===== src/rtl/zcr_pkg.sv =====
package zcr_pkg;
  typedef enum logic {
    REPLAY_IDLE = 1'b0,
    REPLAY_RUN  = 1'b1
  } replay_state_t;
endpackage


===== src/rtl/zcr_sync.sv =====
module zcr_sync #(
  parameter int STAGES = 2
) (
  input  logic clk,
  input  logic rst,
  input  logic async_in,
  output logic level_o,
  output logic rise_o
);
  logic [STAGES-1:0] chain_q;
  logic              prev_q;

  generate
    for (genvar i = 0; i < STAGES; i++) begin : g_stage
      if (i == 0) begin : g_first
        always_ff @(posedge clk) begin
          if (rst) chain_q[0] <= 1'b0;
          else     chain_q[0] <= async_in;
        end
      end else begin : g_next
        always_ff @(posedge clk) begin
          if (rst) chain_q[i] <= 1'b0;
          else     chain_q[i] <= chain_q[i-1];
        end
      end
    end
  endgenerate

  always_ff @(posedge clk) begin
    if (rst) prev_q <= 1'b0;
    else     prev_q <= chain_q[STAGES-1];
  end

  assign level_o = chain_q[STAGES-1];
  assign rise_o  = chain_q[STAGES-1] & ~prev_q;

  // an edge event lasts a single clock
  p_rise_single_r3: assert property (@(posedge clk) disable iff (rst)
    rise_o |=> !rise_o);
endmodule


===== src/rtl/zcr_nibble_cnt.sv =====
module zcr_nibble_cnt #(
  parameter int NIB_W   = 4,
  parameter int NUM_NIB = 2
) (
  input  logic                     clk,
  input  logic                     rst,
  input  logic                     inc,
  input  logic                     clr,
  output logic [NIB_W*NUM_NIB-1:0] count_o
);
  localparam int W = NIB_W * NUM_NIB;
  localparam logic [W-1:0] MAXV = {W{1'b1}};

  logic [NUM_NIB-1:0] carry;
  logic               at_max;

  assign at_max   = (count_o == MAXV);
  assign carry[0] = inc & ~at_max;

  generate
    for (genvar i = 0; i < NUM_NIB; i++) begin : g_nib
      logic [NIB_W-1:0] nib_q;
      assign count_o[i*NIB_W +: NIB_W] = nib_q;
      if (i < NUM_NIB - 1) begin : g_carry
        assign carry[i+1] = carry[i] & (&nib_q);
      end
      always_ff @(posedge clk) begin
        if (rst || clr)    nib_q <= '0;
        else if (carry[i]) nib_q <= nib_q + 1'b1;
      end
    end
  endgenerate

  // whole-word increment, stages never torn
  p_step_r2: assert property (@(posedge clk) disable iff (rst)
    (inc && !clr && count_o != MAXV) |=> count_o == $past(count_o) + 1'b1);
  // saturate instead of wrapping
  p_sat_hold_r5: assert property (@(posedge clk) disable iff (rst)
    (inc && !clr && count_o == MAXV) |=> count_o == MAXV);
  // no counting while disabled
  p_hold_r1: assert property (@(posedge clk) disable iff (rst)
    (!inc && !clr) |=> $stable(count_o));
  // cleared after capture
  p_clear_r4: assert property (@(posedge clk) disable iff (rst)
    clr |=> count_o == '0);
endmodule


===== src/rtl/zcr_replay.sv =====
module zcr_replay
  import zcr_pkg::*;
#(
  parameter int W = 8
) (
  input  logic         clk,
  input  logic         rst,
  input  logic         load,
  input  logic [W-1:0] load_val,
  output logic [W-1:0] down_o,
  output logic         pulse_o
);
  replay_state_t state_q;

  always_ff @(posedge clk) begin
    if (rst) begin
      down_o  <= '0;
      state_q <= REPLAY_IDLE;
      pulse_o <= 1'b0;
    end else begin
      pulse_o <= 1'b0;
      if (load) begin
        down_o  <= load_val;
        state_q <= REPLAY_RUN;
      end else if (state_q == REPLAY_RUN) begin
        if (down_o == '0) begin
          pulse_o <= 1'b1;
          state_q <= REPLAY_IDLE;
        end else begin
          down_o <= down_o - 1'b1;
        end
      end
    end
  end

  // load takes the presented value
  p_load_r3: assert property (@(posedge clk) disable iff (rst)
    load |=> down_o == $past(load_val));
  // a reload suppresses any pulse on the following cycle
  p_cancel_r8: assert property (@(posedge clk) disable iff (rst)
    load |=> !pulse_o);
  // pulse width is one clock
  p_one_wide_r7: assert property (@(posedge clk) disable iff (rst)
    pulse_o |=> !pulse_o);
  // pulse only from a zero count
  p_pulse_zero_r6: assert property (@(posedge clk) disable iff (rst)
    $rose(pulse_o) |-> down_o == '0);
endmodule


===== src/rtl/zc_replay_timer.sv =====
module zc_replay_timer #(
  parameter int NIB_W       = 4,
  parameter int NUM_NIB     = 2,
  parameter int SYNC_STAGES = 2
) (
  input  logic                     clk,
  input  logic                     rst,
  input  logic                     cmp_in,
  output logic                     pulse_o,
  output logic [NIB_W*NUM_NIB-1:0] up_dbg_o,
  output logic [NIB_W*NUM_NIB-1:0] down_dbg_o
);
  localparam int W = NIB_W * NUM_NIB;

  logic cmp_level;
  logic cmp_rise;

  zcr_sync #(.STAGES(SYNC_STAGES)) u_sync (
    .clk      (clk),
    .rst      (rst),
    .async_in (cmp_in),
    .level_o  (cmp_level),
    .rise_o   (cmp_rise)
  );

  zcr_nibble_cnt #(.NIB_W(NIB_W), .NUM_NIB(NUM_NIB)) u_up (
    .clk     (clk),
    .rst     (rst),
    .inc     (~cmp_level),
    .clr     (cmp_rise),
    .count_o (up_dbg_o)
  );

  zcr_replay #(.W(W)) u_down (
    .clk      (clk),
    .rst      (rst),
    .load     (cmp_rise),
    .load_val (up_dbg_o),
    .down_o   (down_dbg_o),
    .pulse_o  (pulse_o)
  );

  // capture moves the up-count into the down-counter on one edge
  p_capture_r3: assert property (@(posedge clk) disable iff (rst)
    cmp_rise |=> down_dbg_o == $past(up_dbg_o));
endmodule


===== config.mk =====
export PLATFORM = sky130hd
export DESIGN_NAME = zc_replay_timer
export DESIGN_NICKNAME = d
export VERILOG_FILES = /design/src/rtl/zcr_pkg.sv /design/src/rtl/zcr_sync.sv /design/src/rtl/zcr_nibble_cnt.sv /design/src/rtl/zcr_replay.sv /design/src/rtl/zc_replay_timer.sv
export SDC_FILE = /design/constraint.sdc
export NUM_CORES = 1
export LEC_CHECK = 0
export ABC_AREA = 1
export BUFFER_PORTS_ARGS = -buffer_cell sky130_fd_sc_hd__clkbuf_2
export CORE_MARGIN = 3
export CORE_UTILIZATION = 50
export CTS_CLUSTER_SIZE = 10
export DETAILED_ROUTE_END_ITERATION = 8
export GPL_TIMING_DRIVEN = 0
export PLACE_DENSITY = 0.73
export SLEW_MARGIN = 20
export SYNTH_ARGS = -nofsm -noshare
export SYNTH_HDL_FRONTEND = slang
export SYNTH_SLANG_ARGS = --single-unit

===== constraint.sdc =====
create_clock -name clk -period 2.1 [get_ports clk]
set_input_delay 0.21 -clock clk [delete_from_list [all_inputs] [get_ports clk]]
set_output_delay 0.21 -clock clk [all_outputs]
set_load 0.01 [all_outputs]

Yosys cells after proc, flatten, opt, wreduce, memory -nomap -nowiden
Index checks and enable logic that the tools add are counted.

word-level totals
  register bits = 21
  input port bits = 3
  output and inout port bits = 17
  logic and storage cells = 33

cells by class
  $add $sub $neg = 3
  eq/ne operators = 2
  muxes and demuxes = 7
  bitwise logic cells = 7
  reduce and logical (&&, ||, !) cells = 6

operator list
  operator                                                            count
  8-bit two-way mux                                                   3
  4-bit by 1-bit adder with 4-bit output, second input constant       2
  8-bit == test, second input constant                                1
  8-bit logical NOT                                                   1
  8-bit by 1-bit subtractor with 8-bit output, second input constant  1
  1-bit two-way mux                                                   4
  1-bit NOT                                                           4
  4-bit AND reduction                                                 1
  1-bit AND                                                           3
  3-bit OR reduction                                                  1
  2-bit != test, second input constant                                1
  2-bit AND reduction                                                 1
  2-bit nonzero test                                                  1
  1-bit logical OR                                                    1

Logic depth before layout (Yosys ltp)
  word-level depth = 4
  depth in mapped cells = 9
  gate-level depth less buffers = 9

Hierarchy
A second synthesis with hierarchy kept.

unflattened totals
  cells, all modules = 181
  area, all modules = 1,171.1 um^2

by module, submodules not included
  module           instances  cells each  area each (um^2)  sequential area each (um^2)
  zcr_replay       1          104         651.9             200.2
  zcr_nibble_cnt   1          66          429.2             160.2
  zcr_sync         1          10          86.3              60.1
  zc_replay_timer  1          1           3.8               0.0

Least setup slack after synthesis
OpenSTA, ideal clock, no wires.

  kind = register -> register
  start point = register u_down.down_o[0]
  end point = register u_down.down_o[1]
  library setup time = 0.123 ns
  arrival = 1.256 ns
  data required time = 1.977 ns
  slack = 0.722 ns
  stages on the path, launching flop included = 10
  path buffers = 0
  clock period less this slack = 1.378 ns
  path through = dfxtp_1 -> inv_1 -> ha_1 -> nand2_1 -> inv_1 -> nand2_1 -> nand3_2 -> inv_1 -> nand2_1 -> nor3b_2

between the ends
  cells in the longest elaborated chain, start to end = 4
  elaborated cells on any way between the ends = 7
  classes of those cells = 1 x add/sub; 1 x eq/ne; 3 x mux; 2 x reduce/logical

RTL lines
  item                                         line              RTL
  start: declaration                           zcr_replay.sv:10  output logic [W-1:0] down_o,
  start signal: assignment                     zcr_replay.sv:23  down_o <= load_val;
  start signal: assignment                     zcr_replay.sv:30  down_o <= down_o - 1'b1;
  8-bit by 1-bit subtractor with 8-bit output  zcr_replay.sv:30
  8-bit two-way mux                            zcr_replay.sv:26  if (down_o == '0) begin
  8-bit two-way mux                            zcr_replay.sv:25  end else if (state_q == REPLAY_RUN) begin
  8-bit two-way mux                            zcr_replay.sv:22  if (load) begin

Parallel ways exist; a longest one is shown, timed or not. The select of a mux whose other input is x is not followed.
A chain may end at the register's enable or synchronous reset.

Final worst setup path
Same ends and word-level chain as after synthesis.

==> results.toml <==
[routing]
drtPass1Iterations = 4
postRouteAntennaNets = 0
via_count = 1067
drtIter0Drc = 14
viasPerCell = 4.92
drcViolationCount = 0
wl_per_cell_um = 10.5
wl_um = 2290

[synth]
synthMuxAreaShare = 0
synth_area_leaders = "dfxtp_1 (37%), nand2_1 (12%), nor2_1 (9.0%)"
synth-simple-area-share = 0.345
synth_nets = 174
synth_xor_xnor_area_share = 0.00780
synth_area_um2 = 1120
synthAdderAreaFrac = 0.0445
synth_top_cell_by_area = "dfxtp_1"
yosysSeqAreaShare = 0.374
synth_top_family_by_area = "simple AND/OR/NAND/NOR gates"
synth_seq_cells = 21
synth_top_area_share = 0.374
yosysWarnings = 0
synth_compound_area_frac = 0.117
syn_inst = 167
syn_avg_cell_area_um2 = 6.73
ys_types = 24

[setup_path]
crit_chain = "inv_1 -> ha_1 -> nand2_1 -> inv_1 -> nand2_1 -> nand3_2 -> inv_1 -> nand2_1 -> nor3b_2"
cp-start-kind = "register"
crit_path_max_incr_delay_ns = 0.41
worstPathArrival_ns = 1.67
rr_endpoint = "u_down.down_o[1]$_SDFFE_PP0P_"
required_ns = 2.32
timing.rr.start = "u_down.down_o[0]$_SDFFE_PP0P_"
cp_max_fo = 4
cp_slowest_cell = "dfxtp_1"
critPathKind = "reg2reg"
endpoint_kind = "register"
rrSetupSlack_ns = 0.65
worstRegToRegCells = 9

[pwr]
p_leak_nw = 0.597
power.density_nw_per_um2 = 647
ir_drop_mv = 0.410

[timing]
finalSetupTns_ns = 0
fmaxAchievable_mhz = 688
setup_ws_ns = 0.646
final_max_slew_viol_count = 0
finalHoldViolCount = 0
tightestPinTransition_ns = 0.447
holdWs_ns = 0.0748
finalSetupViolations = 0
rsz0062_at_grt = "no"
slew_headroom = 0.702
post-route-min-period_ns = 1.45
finClkSkew_ns = 0.00257
fin_crit_sh = 0.692

[worst_hold_path]
holdPathEnd = "u_sync.chain_q[0]$_SDFF_PP0_"
min_path_type = "in2reg"
min_from = "cmp_in"
holdPathStages = 3

[global_routing]
grt_usage = 0.205
grt_overflow = 0
grt_pass1_vias = 1003
antenna_found_initial = 0
grt_first_pass_wirelength_um = 4180
grt_max_degree = 14

[floorplanning]
die_h_um = 53.4
start_util = 0.550
die_area_um2 = 2850
die_w_um = 53.4
fp-row-count = 16
coreArea_um2 = 2040
pin_count = 20

[placement]
portBuffers = 19
dpl_worst_slack_ns = 0.660
dpl.hpwl_um = 1810
gp_congestion = 0.828
dp.cells = 213

[layout]
fin_util = 0.628
regArea_um2 = 420
fillerInstances = 202
stdcell_count = 217
syn_to_final_growth_pct = 14.1
layout-drive-gt1-share = 0.179
final_cell_mix = "nand2_1 (37), nor2_1 (27), inv_1 (26)"
mostFrequentLayoutCell = "nand2_1"
diodes = 0
multi_input_area_um2 = 578
final_nets = 198

[clock_network]
cts_inserted_buffers = 3
cts.sinks = 21
path_clk_slew_ns = 0.12
cts_max_level = 1
cts_tree = "built"
hold_buffers = 0
clkLatencyLatePin_ns = 0.32
post_cts_buffers = 0
cts_resized = 0
root_buffer = "clkbuf_4"
cts.path.max_buffers = 2

[run]
max_cap_violations = 0

[run_status]
status = "finished clean"
[through the flow]
step / power [mW] / instance area (µm²)
4_1_cts: 0.837 / 1280
5_1_grt: 0.887 / 1280
2_1_floorplan: 0.585 / 1120
3_3_place_gp: 0.626 / 1250
6_report: 0.829 / 1280
3_5_place_dp: 0.631 / 1250
[layout make-up]
type / instances / share of cell area
Multi-Input combinational cell: 116 / 0.451
Clock buffer: 3 / 0.0176
Sequential cell: 21 / 0.328
Clock inverter: 1 / 0.00585
Timing Repair Buffer: 19 / 0.0741
Inverter: 28 / 0.0859
Tap cell: 27 / 0.0263
Buffer: 2 / 0.0117
[where the power goes]
| part | switching [mW] | leakage, nW | internal, mW |
|---|---|---|---|
| clock | 0.135 | 0.0139 | 0.0728 |
| combinational | 0.114 | 0.412 | 0.0703 |
| sequential | 0.0201 | 0.171 | 0.417 |
| total | 0.269 | 0.597 | 0.560 |
[flip-flops by register name, summed over array words and instances, names as in the netlist]
register / cells
u_sync.prev_q: 1
u_down.state_q: 1
u_sync.level_o: 1
u_up.g_nib.nib_q: 8
u_down.down_o: 8
u_sync.chain_q: 1
u_down.pulse_o: 1
[metal layers]
| layer | wire length, µm | share of wire | global-route usage | vias up |
|---|---|---|---|---|
| li1 | - | - | - | 568 |
| met1 | 1110 | 0.48 | 0.240 | 474 |
| met2 | 1050 | 0.46 | 0.335 | 19 |
| met3 | 79 | 0.035 | 0.0620 | 6 |
| met4 | 49 | 0.021 | 0.0979 | 0 |
| met5 | 0 | 0 | 0 | - |
[cell usage after synthesis (all sizes together)]
master / n
nand2: 39
nor2: 29
inv: 27
dfxtp: 21
nand3: 13
a21oi: 12
o21ai: 12
ha: 4
nor3: 2
buf: 1
clkbuf: 1
clkinv: 1
nand3b: 1
nand4: 1
nor3b: 1
or2: 1
xnor2: 1
[cell families (layout without fill, tap and decap cells)]
| group | Yosys count | after routing |
|---|---|---|
| AOI/OAI and AO/OA | 24 | 24 |
| DFF | 21 | 21 |
| buffers and inverters | 30 | 53 |
| and+or+nand+nor | 87 | 87 |
| adders and majority gates | 4 | 4 |
| xor gates and xnor gates | 1 | 1 |
[worst max-delay path by stage]
stage	from	endpoint	slack, ns
2_1_floorplan	u_down.down_o[0]$_SDFFE_PP0P_	u_down.down_o[1]$_SDFFE_PP0P_	0.72
3_3_place_gp	u_down.down_o[0]$_SDFFE_PP0P_	u_down.down_o[1]$_SDFFE_PP0P_	0.67
3_5_place_dp	u_down.down_o[0]$_SDFFE_PP0P_	u_down.down_o[1]$_SDFFE_PP0P_	0.66
4_1_cts	u_down.down_o[0]$_SDFFE_PP0P_	u_down.down_o[1]$_SDFFE_PP0P_	0.64
5_1_grt	u_up.g_nib[0].nib_q[0]$_SDFFE_PP0P_	u_up.g_nib[1].nib_q[3]$_SDFFE_PP0P_	0.41
6_report	u_down.down_o[0]$_SDFFE_PP0P_	u_down.down_o[1]$_SDFFE_PP0P_	0.65
[worst max-delay path, delay by kind of cell, from the launching register on]
family	cells	cell delay, ns
DFF	1	0.41
adders and majority gates	1	0.20
and+or+nand+nor	5	0.49
buffers and inverters	3	0.24
(Power assumes the default switching activity.)
